**src/rtl/refcomp_pkg.sv**
```systemverilog
package refcomp_pkg;
  localparam int CODE_W  = 5;
  localparam int MAX_RATIO = 7 << 6;
  localparam int RATIO_W = $clog2(MAX_RATIO + 1);

  typedef struct packed {
    logic [RATIO_W-1:0] limit;
    logic               clearPump;
  } dpCtrl_t;

  typedef struct packed {
    logic compTick;
    logic upQ;
    logic dnQ;
  } dpStat_t;
endpackage

```
**src/rtl/refcomp_dp.sv**
```systemverilog
module refcomp_dp
  import refcomp_pkg::*;
(
  input  logic    clk,
  input  logic    rstN,
  input  logic    fpdPulse,
  input  dpCtrl_t ctrl,
  output dpStat_t stat
);
  logic [RATIO_W-1:0] cnt;
  logic tick, upQ, dnQ;
  logic setUp, setDn;

  always_ff @(posedge clk) begin
    if (!rstN) begin
      cnt  <= '0;
      tick <= 1'b0;
    end else if (cnt >= ctrl.limit) begin
      cnt  <= '0;
      tick <= 1'b1;
    end else begin
      cnt  <= cnt + 1'b1;
      tick <= 1'b0;
    end
  end

  assign setUp = upQ | tick;
  assign setDn = dnQ | fpdPulse;

  always_ff @(posedge clk) begin
    if (!rstN) begin
      upQ <= 1'b0;
      dnQ <= 1'b0;
    end else if (ctrl.clearPump || (setUp && setDn)) begin
      upQ <= 1'b0;
      dnQ <= 1'b0;
    end else begin
      upQ <= setUp;
      dnQ <= setDn;
    end
  end

  assign stat.compTick = tick;
  assign stat.upQ      = upQ;
  assign stat.dnQ      = dnQ;
endmodule

```
**src/rtl/refcomp_ctrl.sv**
```systemverilog
module refcomp_ctrl
  import refcomp_pkg::*;
#(
  parameter int LOCK_COUNT = 8,
  parameter int WIDE_LIMIT = 2
)(
  input  logic              clk,
  input  logic              rstN,
  input  logic [CODE_W-1:0] ratioCode,
  input  logic              testEn,
  input  logic [2:0]        testSel,
  input  logic [3:0]        portProg,
  input  logic              fpdHalf,
  input  dpStat_t           stat,
  output dpCtrl_t           ctrl,
  output logic              pumpUp,
  output logic              pumpDn,
  output logic              lockFlag,
  output logic [3:0]        portOut,
  output logic              ratioErr
);
  localparam int LC_W  = $clog2(LOCK_COUNT + 1);
  localparam int RUN_W = $clog2(WIDE_LIMIT + 1);

  logic [1:0]         base;
  logic [2:0]         expo;
  logic [RATIO_W-1:0] ratioVal;
  logic [1:0]         forceMode;
  logic               hold;

  // ratio decode
  always_comb begin
    base     = ratioCode[4:3];
    expo     = ratioCode[2:0];
    ratioErr = 1'b0;
    if (base == 2'b00) begin
      ratioVal = RATIO_W'(2) << expo;
    end else if (expo == 3'd0) begin
      ratioVal = RATIO_W'(2);
      ratioErr = 1'b1;
    end else begin
      ratioVal = RATIO_W'({1'b0, base} + 3'd4) << (expo - 3'd1);
    end
  end

  assign forceMode      = testEn ? testSel[1:0] : 2'b00;
  assign hold           = (forceMode != 2'b00);
  assign ctrl.limit     = ratioVal - 1'b1;
  assign ctrl.clearPump = hold;

  // pulse width watch, one counter per pump direction
  logic [1:0] pulseHi;
  logic [1:0] wideNow;
  assign pulseHi = {stat.dnQ, stat.upQ};

  for (genvar g = 0; g < 2; g++) begin : gRun
    logic [RUN_W-1:0] run;
    always_ff @(posedge clk) begin
      if (!rstN) run <= '0;
      else if (!pulseHi[g] || hold) run <= '0;
      else if (run != RUN_W'(WIDE_LIMIT)) run <= run + 1'b1;
    end
    assign wideNow[g] = pulseHi[g] && (run >= RUN_W'(WIDE_LIMIT - 1));
  end

  // lock detector
  logic            wideSeen;
  logic [LC_W-1:0] goodCnt;
  logic            lockRaw;

  always_ff @(posedge clk) begin
    if (!rstN || hold) begin
      wideSeen <= 1'b0;
      goodCnt  <= '0;
      lockRaw  <= 1'b0;
    end else if (stat.compTick) begin
      wideSeen <= 1'b0;
      if (wideSeen || (|wideNow)) begin
        goodCnt <= '0;
        lockRaw <= 1'b0;
      end else begin
        if (goodCnt != LC_W'(LOCK_COUNT)) goodCnt <= goodCnt + 1'b1;
        if (goodCnt >= LC_W'(LOCK_COUNT - 1)) lockRaw <= 1'b1;
      end
    end else if (|wideNow) begin
      wideSeen <= 1'b1;
    end
  end

  // test override of pump and lock
  always_comb begin
    pumpUp   = 1'b0;
    pumpDn   = 1'b0;
    lockFlag = 1'b0;
    unique case (forceMode)
      2'b00: begin
        pumpUp   = stat.upQ;
        pumpDn   = stat.dnQ;
        lockFlag = lockRaw;
      end
      2'b01:   pumpDn   = 1'b1;
      2'b10:   pumpUp   = 1'b1;
      default: lockFlag = 1'b1;
    endcase
  end

  // port multiplexing
  always_comb begin
    if (!testEn) begin
      portOut = portProg;
    end else begin
      portOut[3:1] = testSel;
      if (!testSel[2])               portOut[0] = portProg[0];
      else if (testSel[1:0] == 2'b00) portOut[0] = fpdHalf;
      else                           portOut[0] = stat.compTick;
    end
  end
endmodule

```
**src/rtl/refcomp_pfd.sv**
```systemverilog
module refcomp_pfd
  import refcomp_pkg::*;
#(
  parameter int LOCK_COUNT = 8,
  parameter int WIDE_LIMIT = 2
)(
  input  logic              clk,
  input  logic              rstN,
  input  logic              fpdPulse,
  input  logic              fpdHalf,
  input  logic [CODE_W-1:0] ratioCode,
  input  logic [1:0]        pumpSel,
  input  logic              testEn,
  input  logic [2:0]        testSel,
  input  logic [3:0]        portProg,
  output logic              pumpUp,
  output logic              pumpDn,
  output logic              lockFlag,
  output logic [3:0]        portOut,
  output logic [1:0]        pumpCurrent,
  output logic              ratioErr
);
  dpCtrl_t ctrl;
  dpStat_t stat;

  refcomp_dp u_dp (
    .clk      (clk),
    .rstN     (rstN),
    .fpdPulse (fpdPulse),
    .ctrl     (ctrl),
    .stat     (stat)
  );

  refcomp_ctrl #(
    .LOCK_COUNT (LOCK_COUNT),
    .WIDE_LIMIT (WIDE_LIMIT)
  ) u_ctrl (
    .clk       (clk),
    .rstN      (rstN),
    .ratioCode (ratioCode),
    .testEn    (testEn),
    .testSel   (testSel),
    .portProg  (portProg),
    .fpdHalf   (fpdHalf),
    .stat      (stat),
    .ctrl      (ctrl),
    .pumpUp    (pumpUp),
    .pumpDn    (pumpDn),
    .lockFlag  (lockFlag),
    .portOut   (portOut),
    .ratioErr  (ratioErr)
  );

  assign pumpCurrent = pumpSel;
endmodule

```
**config.mk**
```make
export PLATFORM = sky130hd
export DESIGN_NAME = refcomp_pfd
export DESIGN_NICKNAME = d
export VERILOG_FILES = /design/src/rtl/refcomp_pkg.sv /design/src/rtl/refcomp_dp.sv /design/src/rtl/refcomp_ctrl.sv /design/src/rtl/refcomp_pfd.sv
export SDC_FILE = /design/constraint.sdc
export NUM_CORES = 1
export LEC_CHECK = 0
export ABC_AREA = 0
export CORE_ASPECT_RATIO = 0.9
export CORE_MARGIN = 10
export CORE_UTILIZATION = 50
export DETAILED_ROUTE_END_ITERATION = 6
export MAX_ROUTING_LAYER = met4
export PLACE_DENSITY = 0.79
export REMOVE_ABC_BUFFERS = 1
export SLEW_MARGIN = 10
export SYNTH_ARGS = -nofsm -noshare
export SYNTH_HDL_FRONTEND = slang
export SYNTH_SLANG_ARGS = --single-unit
```
**constraint.sdc**
```tcl
create_clock -name clk -period 3.7 [get_ports clk]
set_input_delay 0.555 -clock clk [delete_from_list [all_inputs] [get_ports clk]]
set_output_delay 0.555 -clock clk [all_outputs]
set_load 0.005 [all_outputs]
```
# Yosys cells after proc, flatten, opt, wreduce, memory -nomap -nowiden
# Cells that the tools add are included.
# word_totals
register_bits	22
latchBits	0
ram_bits	0
rom_bits	0
out_inout_bits	10
elab_cells	73
n_memories	0
# op_classes
n_addsub	7
n_mul	0
n_div	0
n_lt_le_gt_ge	4
eq_ne	5
shifts	2
mux	16
bitwise	3
reduce_logical	27
# op_table
operator	count
two-way mux 9 bit	2
OR reduction 2 bit	7
two-way mux 4 bit	3
adder 9 x 1 -> 9 bit, second input constant	1
>= comparator 9 bit	1
<< shifter 2 x 3 -> 9 bit, first input constant	1
<< shifter 9 x 3 -> 9 bit	1
subtractor 9 x 1 -> 9 bit, second input constant	1
two-way mux 1 bit	7
logical NOT 2 bit	3
case mux 1 bit (2 select lines)	3
nonzero test 2 bit	3
logical OR 1 bit	5
adder 2 x 1 -> 2 bit, second input constant	2
adder 2 x 3 -> 4 bit, second input constant	1
adder 4 x 1 -> 4 bit, second input constant	1
>= comparator 2 x 1 -> 1 bit, second input constant	2
>= comparator 4 x 3 -> 1 bit, second input constant	1
inequality test 2 bit, second input constant	2
inequality test 4 bit, second input constant	1
AND reduction 2 bit	2
logical AND 1 bit	3
logical NOT 1 bit	3
logical NOT 3 bit	1
other kinds (6)	7

# Longest topological paths before layout
# Gate-level depths: netlist of run 1.
# depth
depth_word	7
depth_mapped	16
mapped_depth_nobuf	15

# By module
# From an unflattened synthesis of run 1, not the netlist that was laid out.
# hier_totals
hier_cells	235
hier_area_um2	1949.4
# by_module_without_submodules
mod	instances	cells_each	area_per_inst_um2	seq_area_each_um2
refcomp_ctrl	1	155	1233.7	200.2
refcomp_dp	1	78	700.7	240.2
refcomp_pfd	1	2	15.0	0.0

# Worst setup path before layout of run 1
# Ideal clock, no wire load.
# synth_path
path_kind	input -> register
from	input ratioCode[0]
to	register u_dp.cnt[2]
arrival_time_ns	3.332
setup_slack_ns	0.301
stages	16
path_cell_list	buf_6 > inv_1 > ha_1 > or3_4 > a21oi_4 > nand4_1 > ha_1 > nor4bb_1 > nor2_1 > ha_1 > a21oi_1 > o21ai_0 > o211ai_1 > a21oi_1 > nand3b_1 > nor2_1
# synth_between
elab_chain_cells	7
elab_cells_between_ends	9
cone_classes	2 x add/sub; 1 x order compare; 2 x shift; 2 x mux; 2 x reduce/logical
# synth_rtl
element	line	source
from (decl)	refcomp_pfd.sv:11	input logic [CODE_W-1:0] ratioCode,
subtractor 3 x 1 -> 3 bit	refcomp_ctrl.sv:42	ratioVal = RATIO_W'({1'b0, base} + 3'd4) << (expo - 3'd1);
<< shifter 9 x 3 -> 9 bit	refcomp_ctrl.sv:42	
two-way mux 9 bit	refcomp_ctrl.sv:38	end else if (expo == 3'd0) begin
two-way mux 9 bit *	refcomp_ctrl.sv:36	if (base == 2'b00) begin
subtractor 9 x 1 -> 9 bit *	refcomp_ctrl.sv:48	assign ctrl.limit = ratioVal - 1'b1;
>= comparator 9 bit *	refcomp_dp.sv:18	end else if (cnt >= ctrl.limit) begin
OR reduction 2 bit (no line) *	-	
to (signal assigned)	refcomp_dp.sv:22	cnt <= cnt + 1'b1;
to (decl)	refcomp_dp.sv:10	logic [RATIO_W-1:0] cnt;
# Mark *: on every way between the ends. The rest lies on a longest branch, timed or not.
# A chain may end at the register's enable or synchronous reset.

# Worst setup path in the final report of run 1
# layout_path
from	input ratioCode[0]
to	register u_dp.cnt[1]
# Same word-level chain as after synthesis.

==> impl_metrics.toml, run 1 <==
[logic_synthesis]
synth.mux.area_fraction_pct = 4.13
syn-mean-instance-area_um2 = 8.40
syn_inst = 220
synth_ff_type = "dfxtp_1"
synthArstFlopShare_pct = 0
synth.distinct_cells = 53
largest_family_of_logic_cells_by_synthesized_area = "simple AND/OR/NAND/NOR gates"
yosys.area_share.simple_pct = 25.1
synth_largest_type_area_fraction_pct = 23.8
synth_commonest_cells = "nor2_1 (28), ha_1 (25), dfxtp_1 (22), inv_1 (15), a21oi_1 (13)"
synthXorXnorAreaFrac_pct = 8.53
yosys-top-cells-area = "dfxtp_1 (24%), ha_1 (17%), nor2_1 (5.7%)"
synth-edff-count = 0
synth_compound_gate_area_share_pct = 15.8
yosys.area_share.adder_pct = 16.9
synth.most_common_cell = "nor2_1"
top_cell_type_by_total_area_after_synthesis = "dfxtp_1"
synth.ff_latch_count = 22
synth-warning-count = 0
synthesis.area_um2 = 1850
proportion_of_synthesized_chip_area_in_sequential_cells_pct = 23.8

[final_layout]
fillers = 301
n_antenna_cell = 0
stdcell_area_um2 = 2290
layout.nets = 305
post_route_cells_drive_above_1_share_pct = 14.7
area.growth.synth_to_final_pct = 23.8

[power_and_ir_drop]
swShare_pct = 29.6
comb_power_share_pct = 33.5
power_leakage_uw = 0.000964
power_switching_uw = 175
seqPwrFrac_pct = 41.9
ir_drop_mv = 0.226
power_report.internal_total_uw = 415
p_clk_share_pct = 24.6
power_density_nw_per_um2 = 258

[cts]
cts.htree.levels = 1
path_clk_slew_ps = 80
cts_made_buffers = 3
clock_tree.buffer_depth = 2
cts_num_sinks = 22
clock_latency_at_the_later_pin_of_the_worst_skew_pair_ps = 260
cts_root_buf = "clkbuf_8"
tritoncts = "built"
cts-hold-fix-buffers = 0

[setup_path]
timing.critical_path.slowest_stage_cell = "clkdlybuf4s50_1"
setup.worst_path.start_class = "primary input"
crit_chain = "clkdlybuf4s50_1, inv_1, ha_1, or3_4, a21oi_4, nand4_1, ha_2, a21oi_1, nor2_1, ha_1, nand4_1, buf_4, o21bai_1, a21oi_2, nor2b_1, and3_1"
path_class = "in -> reg"
path_delay_family = "simple AND/OR/NAND/NOR gates"
critPathRequiredTime_ps = 3850
crit_path_max_incr_delay_ps = 500
critical_path_peak_fanout = 5
crit_path_end_kind = "flop"
r2r-end = "u_dp.cnt[6]"
timing.critical_path.buf_inv = 3
worstPathArrival_ps = 3660
rr_startpoint = "u_dp.cnt[4]"
r2r_setup_slack_ps = 2010
rr_worst_depth = 8

[global_routing]
initial_antenna_violation_count = 0
total_global_routing_overflow = 0
via_count_of_the_first_global_routing_pass = 1582
globalRouteTotalUtil_pct = 12.9
grt_pass1_wl_um = 7090
grt_start_max_net_pins = 15

[timing]
hold_violations = 0
min_period_ps = 3500
grt_setup_unrepaired = "false"
slew_viol_final = 0
max_freq_ghz = 0.285
setup_viol = 0
timing.final.crit_share_pct = 94.7
tightest_slew_ps = 456
clock_skew_ps = 4.44
relative_slew_slack_pct = 69.4
timing.hold.ws_ps = 503

[die]
die_h_um = 77.7
pin_count = 29
core_area_um2 = 3480
start_util_pct = 53.1
fp.dieArea_um2 = 6530
die_width_um = 84.1
fp-row-count = 20

[routing]
firstDrtPassIters = 4
drc_errors = 0
antenna_left = 0
first_iter_violations = 81
detail_route.wirelength_um = 4280
via_count = 1681
avgRoutedWirePerCell_um = 14.1
detail_route.vias_per_cell = 5.55

[placed_design]
place_hpwl_um = 3460
gp_congestion = 0.834
dpl-instance-area_um2 = 2230
portBuffers = 24

[min_path]
min_path_type = "reg -> reg"
number_of_instances_on_the_worst_hold_path = 2
timing.hold.worst_endpoint = "u_ctrl.lockRaw"
min_from = "u_ctrl.lockRaw"

[run_status]
run_status = "finished clean"

[job]
drv_cap = 0
## worst reg2reg max path, cell delays in order (launching register included)
cell	delay, ps
dfxtp_1	430
ha_1	290
a21oi_1	120
o21ai_0	100
o211ai_1	160
a21oi_1	100
nand3b_1	160
buf_4	170
nor2_1	100
## final cells by class
cell class / instances / area (um2) / share of cell area, %
multi-input combinational: 176 / 1310 / 57.4
sequential: 22 / 440 / 19.2
timing repair buffer: 43 / 383 / 16.7
inverter: 15 / 56.3 / 2.46
tap: 44 / 55.1 / 2.41
clock buffer: 3 / 41.3 / 1.80
## layer usage
| layer | GRT usage [%] | vias up | part of all wire, % |
|---|---|---|---|
| met1 | 16.1 | 783 | 50 |
| met5 | - | - | 0 |
| met3 | 3.13 | 3 | 3.3 |
| met2 | 20.9 | 34 | 47 |
| met4 | 1.84 | 0 | 0.16 |
| li1 | - | 861 | - |
## repair_timing
action,4_1_cts,5_1_grt
gates resized for setup,0,3
endpoints found under the setup margin,0,10
buffers inserted,0,1
## cell families (layout without fill, tap and decap cells)
family          after synthesis  after routing
simple gates                 83             83
compound gates               43             43
fa+ha+maj                    25             25
flops                        22             22
buf+inv                      22             61
xor+xnor                     18             18
mux                           7              7
## through the flow
step                      setup TNS [ps]  power (uW)  utilization [%]  setup slack (ps)  instances
after floorplan                        0         362                -               423        213
after global placement              -537         440             64.1             -68.8        299
after detailed placement           -1490         444             64.1              -181        299
after CTS                              0         588             65.3              88.8        302
after global routing                   0         621             65.8              1.84        303
final                                  0         590             65.8               196        303
## how the worst max path moves through the flow
stage,from,slack [ps],to,depth (start not counted)
global placement,ratioCode[0],-70,u_dp.cnt[7],15
finish,ratioCode[0],200,u_dp.cnt[1],16
floorplan,ratioCode[0],420,u_dp.cnt[2],15
detailed placement,ratioCode[0],-180,u_dp.cnt[6],15
global route,ratioCode[0],2,u_dp.cnt[7],18
CTS,ratioCode[0],90,u_dp.cnt[6],15
## placed cells by master (no fill, tap or decap), drive strengths merged, types with 2 or more instances in the layout
cell	instances
o21ai	8
xnor2	6
mux2i	5
o211ai	2
dfxtp	22
xor2	12
mux2	2
or3	3
nor2b	4
nand2	12
a22oi	3
nand3b	2
a31oi	4
nand3	4
and3	2
nor2	29
nand4	9
nor4	2
clkbuf	3
a21oi	14
and2	3
inv	15
a21boi	2
a21o	2
nor3	5
clkdlybuf4s50	24
nand2b	2
ha	25
buf	19
## power groups by stage
| stage | sequential [uW] | combinational, uW | clock [uW] |
|---|---|---|---|
| floorplan | 251 | 111 | 0 |
| global placement | 252 | 188 | 0 |
| detailed placement | 252 | 192 | 0 |
| CTS | 247 | 194 | 147 |
| global route | 248 | 218 | 154 |
| finish | 247 | 198 | 145 |
## registers in the layout, indices dropped and copies added (netlist names)
register and flops:
u_dp.cnt 9, u_ctrl.goodCnt 4, u_ctrl.wideSeen 1, u_ctrl.gRun.run 4
u_dp.dnQ 1, u_dp.tick 1, u_dp.upQ 1, u_ctrl.lockRaw 1
Power figures use the tool's default switching activity.
==> run 2, diff against run 1 <==
--- a/config.mk
+++ b/config.mk
@@ -7,8 +7,9 @@
 export LEC_CHECK = 0
 export ABC_AREA = 0
 export CORE_ASPECT_RATIO = 0.9
-export CORE_MARGIN = 10
+export CORE_MARGIN = 3
 export CORE_UTILIZATION = 50
+export CTS_BUF_LIST = sky130_fd_sc_hd__clkbuf_4
 export DETAILED_ROUTE_END_ITERATION = 6
 export MAX_ROUTING_LAYER = met4
 export PLACE_DENSITY = 0.79
==> run 2 against run 1 <==
Against the previous run:
- die area down 32%
- worst hold slack worse by 14 ps
- combinational power down 4%
==> impl_metrics.toml, run 2 (synthesis gave the netlist of run 1 again) <==
[final_layout]
n_antenna_cell = 0
registers.top_by_ff_count = "u_dp.cnt"
biggestRegsByFlops = "u_dp.cnt (9), u_ctrl.gRun.run (4), u_ctrl.goodCnt (4)"
mostFrequentLayoutCell = "nor2_1"
layout.nets = 304
largest_register_ff_count = 9
area.growth.synth_to_final_pct = 22.5
post_route_cells_drive_above_1_share_pct = 13.5
mostFrequentLayoutCells = "nor2_1 (28), ha_1 (25), clkdlybuf4s50_1 (24), dfxtp_1 (22), buf_4 (18)"
final_cell_count_no_fill = 303

[cts]
cts-hold-fix-buffers = 0
clock_latency_at_the_later_pin_of_the_worst_skew_pair_ps = 300
clock_tree.buffer_depth = 2
path_clk_slew_ps = 120
cts.htree.levels = 1
tritoncts = "built"
cts_root_buf = "clkbuf_4"
cts_num_sinks = 22
cts_made_buffers = 3

[placed_design]
portBuffers = 24
place_hpwl_um = 3100
gp_congestion = 0.877
place_ws_ps = -133
dp.cells = 298

[routing]
detail_route.vias_per_cell = 5.43
first_iter_violations = 143
firstDrtPassIters = 4
drc_errors = 0
antenna_left = 0
avgRoutedWirePerCell_um = 12.4
detail_route.wirelength_um = 3760
via_count = 1646

[timing]
slew_viol_final = 0
min_period_ps = 3480
clock_skew_ps = 10.2
max_freq_ghz = 0.287
postLayoutSetupSlackWorst_ps = 215
grt_setup_unrepaired = "false"
relative_slew_slack_pct = 67.6
timing.hold.ws_ps = 489
timing.setup.tns_ps = 0
hold_violations = 0
tightest_slew_ps = 482
setup_viol = 0
timing.final.crit_share_pct = 94.2

[global_routing]
grt_start_max_net_pins = 15
via_count_of_the_first_global_routing_pass = 1534
initial_antenna_violation_count = 0
globalRouteTotalUtil_pct = 17.8
grt_pass1_wl_um = 6600
total_global_routing_overflow = 0

[die]
start_util_pct = 53.5
fp.dieArea_um2 = 4460
pin_count = 29
core_area_um2 = 3450
die_h_um = 63.7
die_width_um = 70.1
fp-row-count = 20

[setup_path]
crit_path_end_kind = "flop"
worstPathArrival_ps = 3740
critical_path_peak_fanout = 8
critPathRequiredTime_ps = 3950
path_class = "in -> reg"
setup.worst_path.start_class = "primary input"
crit_path_max_incr_delay_ps = 500
timing.critical_path.slowest_stage_cell = "clkdlybuf4s50_1"
crit_chain = "clkdlybuf4s50_1, inv_1, ha_1, or3_4, a21oi_4, nand4_1, ha_1, nor4bb_1, nor2_1, ha_1, a21oi_1, o21ai_0, o211ai_1, a21oi_1, nand3b_1, buf_4, nor2_1"
cp_common_cell = "ha_1"

[min_path]
min_path_type = "reg -> reg"

[power_and_ir_drop]
power_leakage_uw = 0.000954
ir_drop_mv = 0.155
power_density_nw_per_um2 = 241

[run_status]
run_status = "finished clean"

[job]
drv_cap = 0
run 2: cell count changes in the layout (fill, tap and decap cells not counted), sizes merged:
cell    previous run  this run
clkinv             0         1
buf               19        18
run 2: layer usage:
layer	GRT usage, %	vias up	wire length (um)	part of all wire [%]
met2	29.1	44	1700	45
met4	0.718	0	0	0
met3	2.87	0	202	5.4
li1	-	855	-	-
met1	24.4	747	1860	49
met5	-	-	0	0
run 2: stage by stage:
| step | instance area (um2) | total power [uW] | utilization (%) |
|---|---|---|---|
| floorplan | 1800 | 362 | - |
| global placement | 2220 | 438 | 64.4 |
| detailed placement | 2220 | 440 | 64.4 |
| CTS | 2250 | 548 | 65.1 |
| global route | 2260 | 582 | 65.5 |
| finish | 2260 | 546 | 65.5 |
run 2: report_power, final:
group          internal, uW  leakage (uW)  total [uW]  switching (uW)
clock                  39.3     0.0000154         108            68.7
sequential              241      0.000178         247            5.69
combinational          99.7      0.000761         191            90.8
total                   380      0.000954         546             165
run 2: area by class of cell:
cell class | count | area, um2
Clock inverter | 1 | 3.75
Tap cell | 44 | 55.1
Fill cell | 297 | 1190
Sequential cell | 22 | 440
Multi-Input combinational cell | 176 | 1310
Timing Repair Buffer | 42 | 375
Clock buffer | 3 | 22.5
Inverter | 15 | 56.3
run 2: worst paths after layout:
| path | from | endpoint | slack (ps) | depth (start not counted) |
|---|---|---|---|---|
| max | ratioCode[0] | u_dp.cnt[8] | 220 | 17 |
| min | u_ctrl.lockRaw | u_ctrl.lockRaw | 490 | 2 |
| max reg2reg | u_dp.cnt[4] | u_dp.cnt[8] | 1980 | 8 |
| min reg2reg | u_ctrl.lockRaw | u_ctrl.lockRaw | 490 | 2 |
run 2: critical path, delay by kind of cell:
kind / cells / cell delay (ps)
and+or+nand+nor: 6 / 1030
adders and majority gates: 3 / 740
AOI/OAI and AO/OA: 5 / 660
buffers and inverters: 3 / 750
run 2: timing repair:
item / 4_1_cts / 5_1_grt
hold endpoints to repair: 0 / 0
setup buffers: 0 / 1
gates resized for setup: 0 / 1
setup endpoints to repair: 0 / 9
==> run 3, diff against run 2 <==
--- a/config.mk
+++ b/config.mk
@@ -10,6 +10,7 @@
 export CORE_MARGIN = 3
 export CORE_UTILIZATION = 50
 export CTS_BUF_LIST = sky130_fd_sc_hd__clkbuf_4
+export CTS_CLUSTER_SIZE = 28
 export DETAILED_ROUTE_END_ITERATION = 6
 export MAX_ROUTING_LAYER = met4
 export PLACE_DENSITY = 0.79
==> results of run 3 <==
Same layout as run 2: the final DEF is identical, and so are final timing and power.
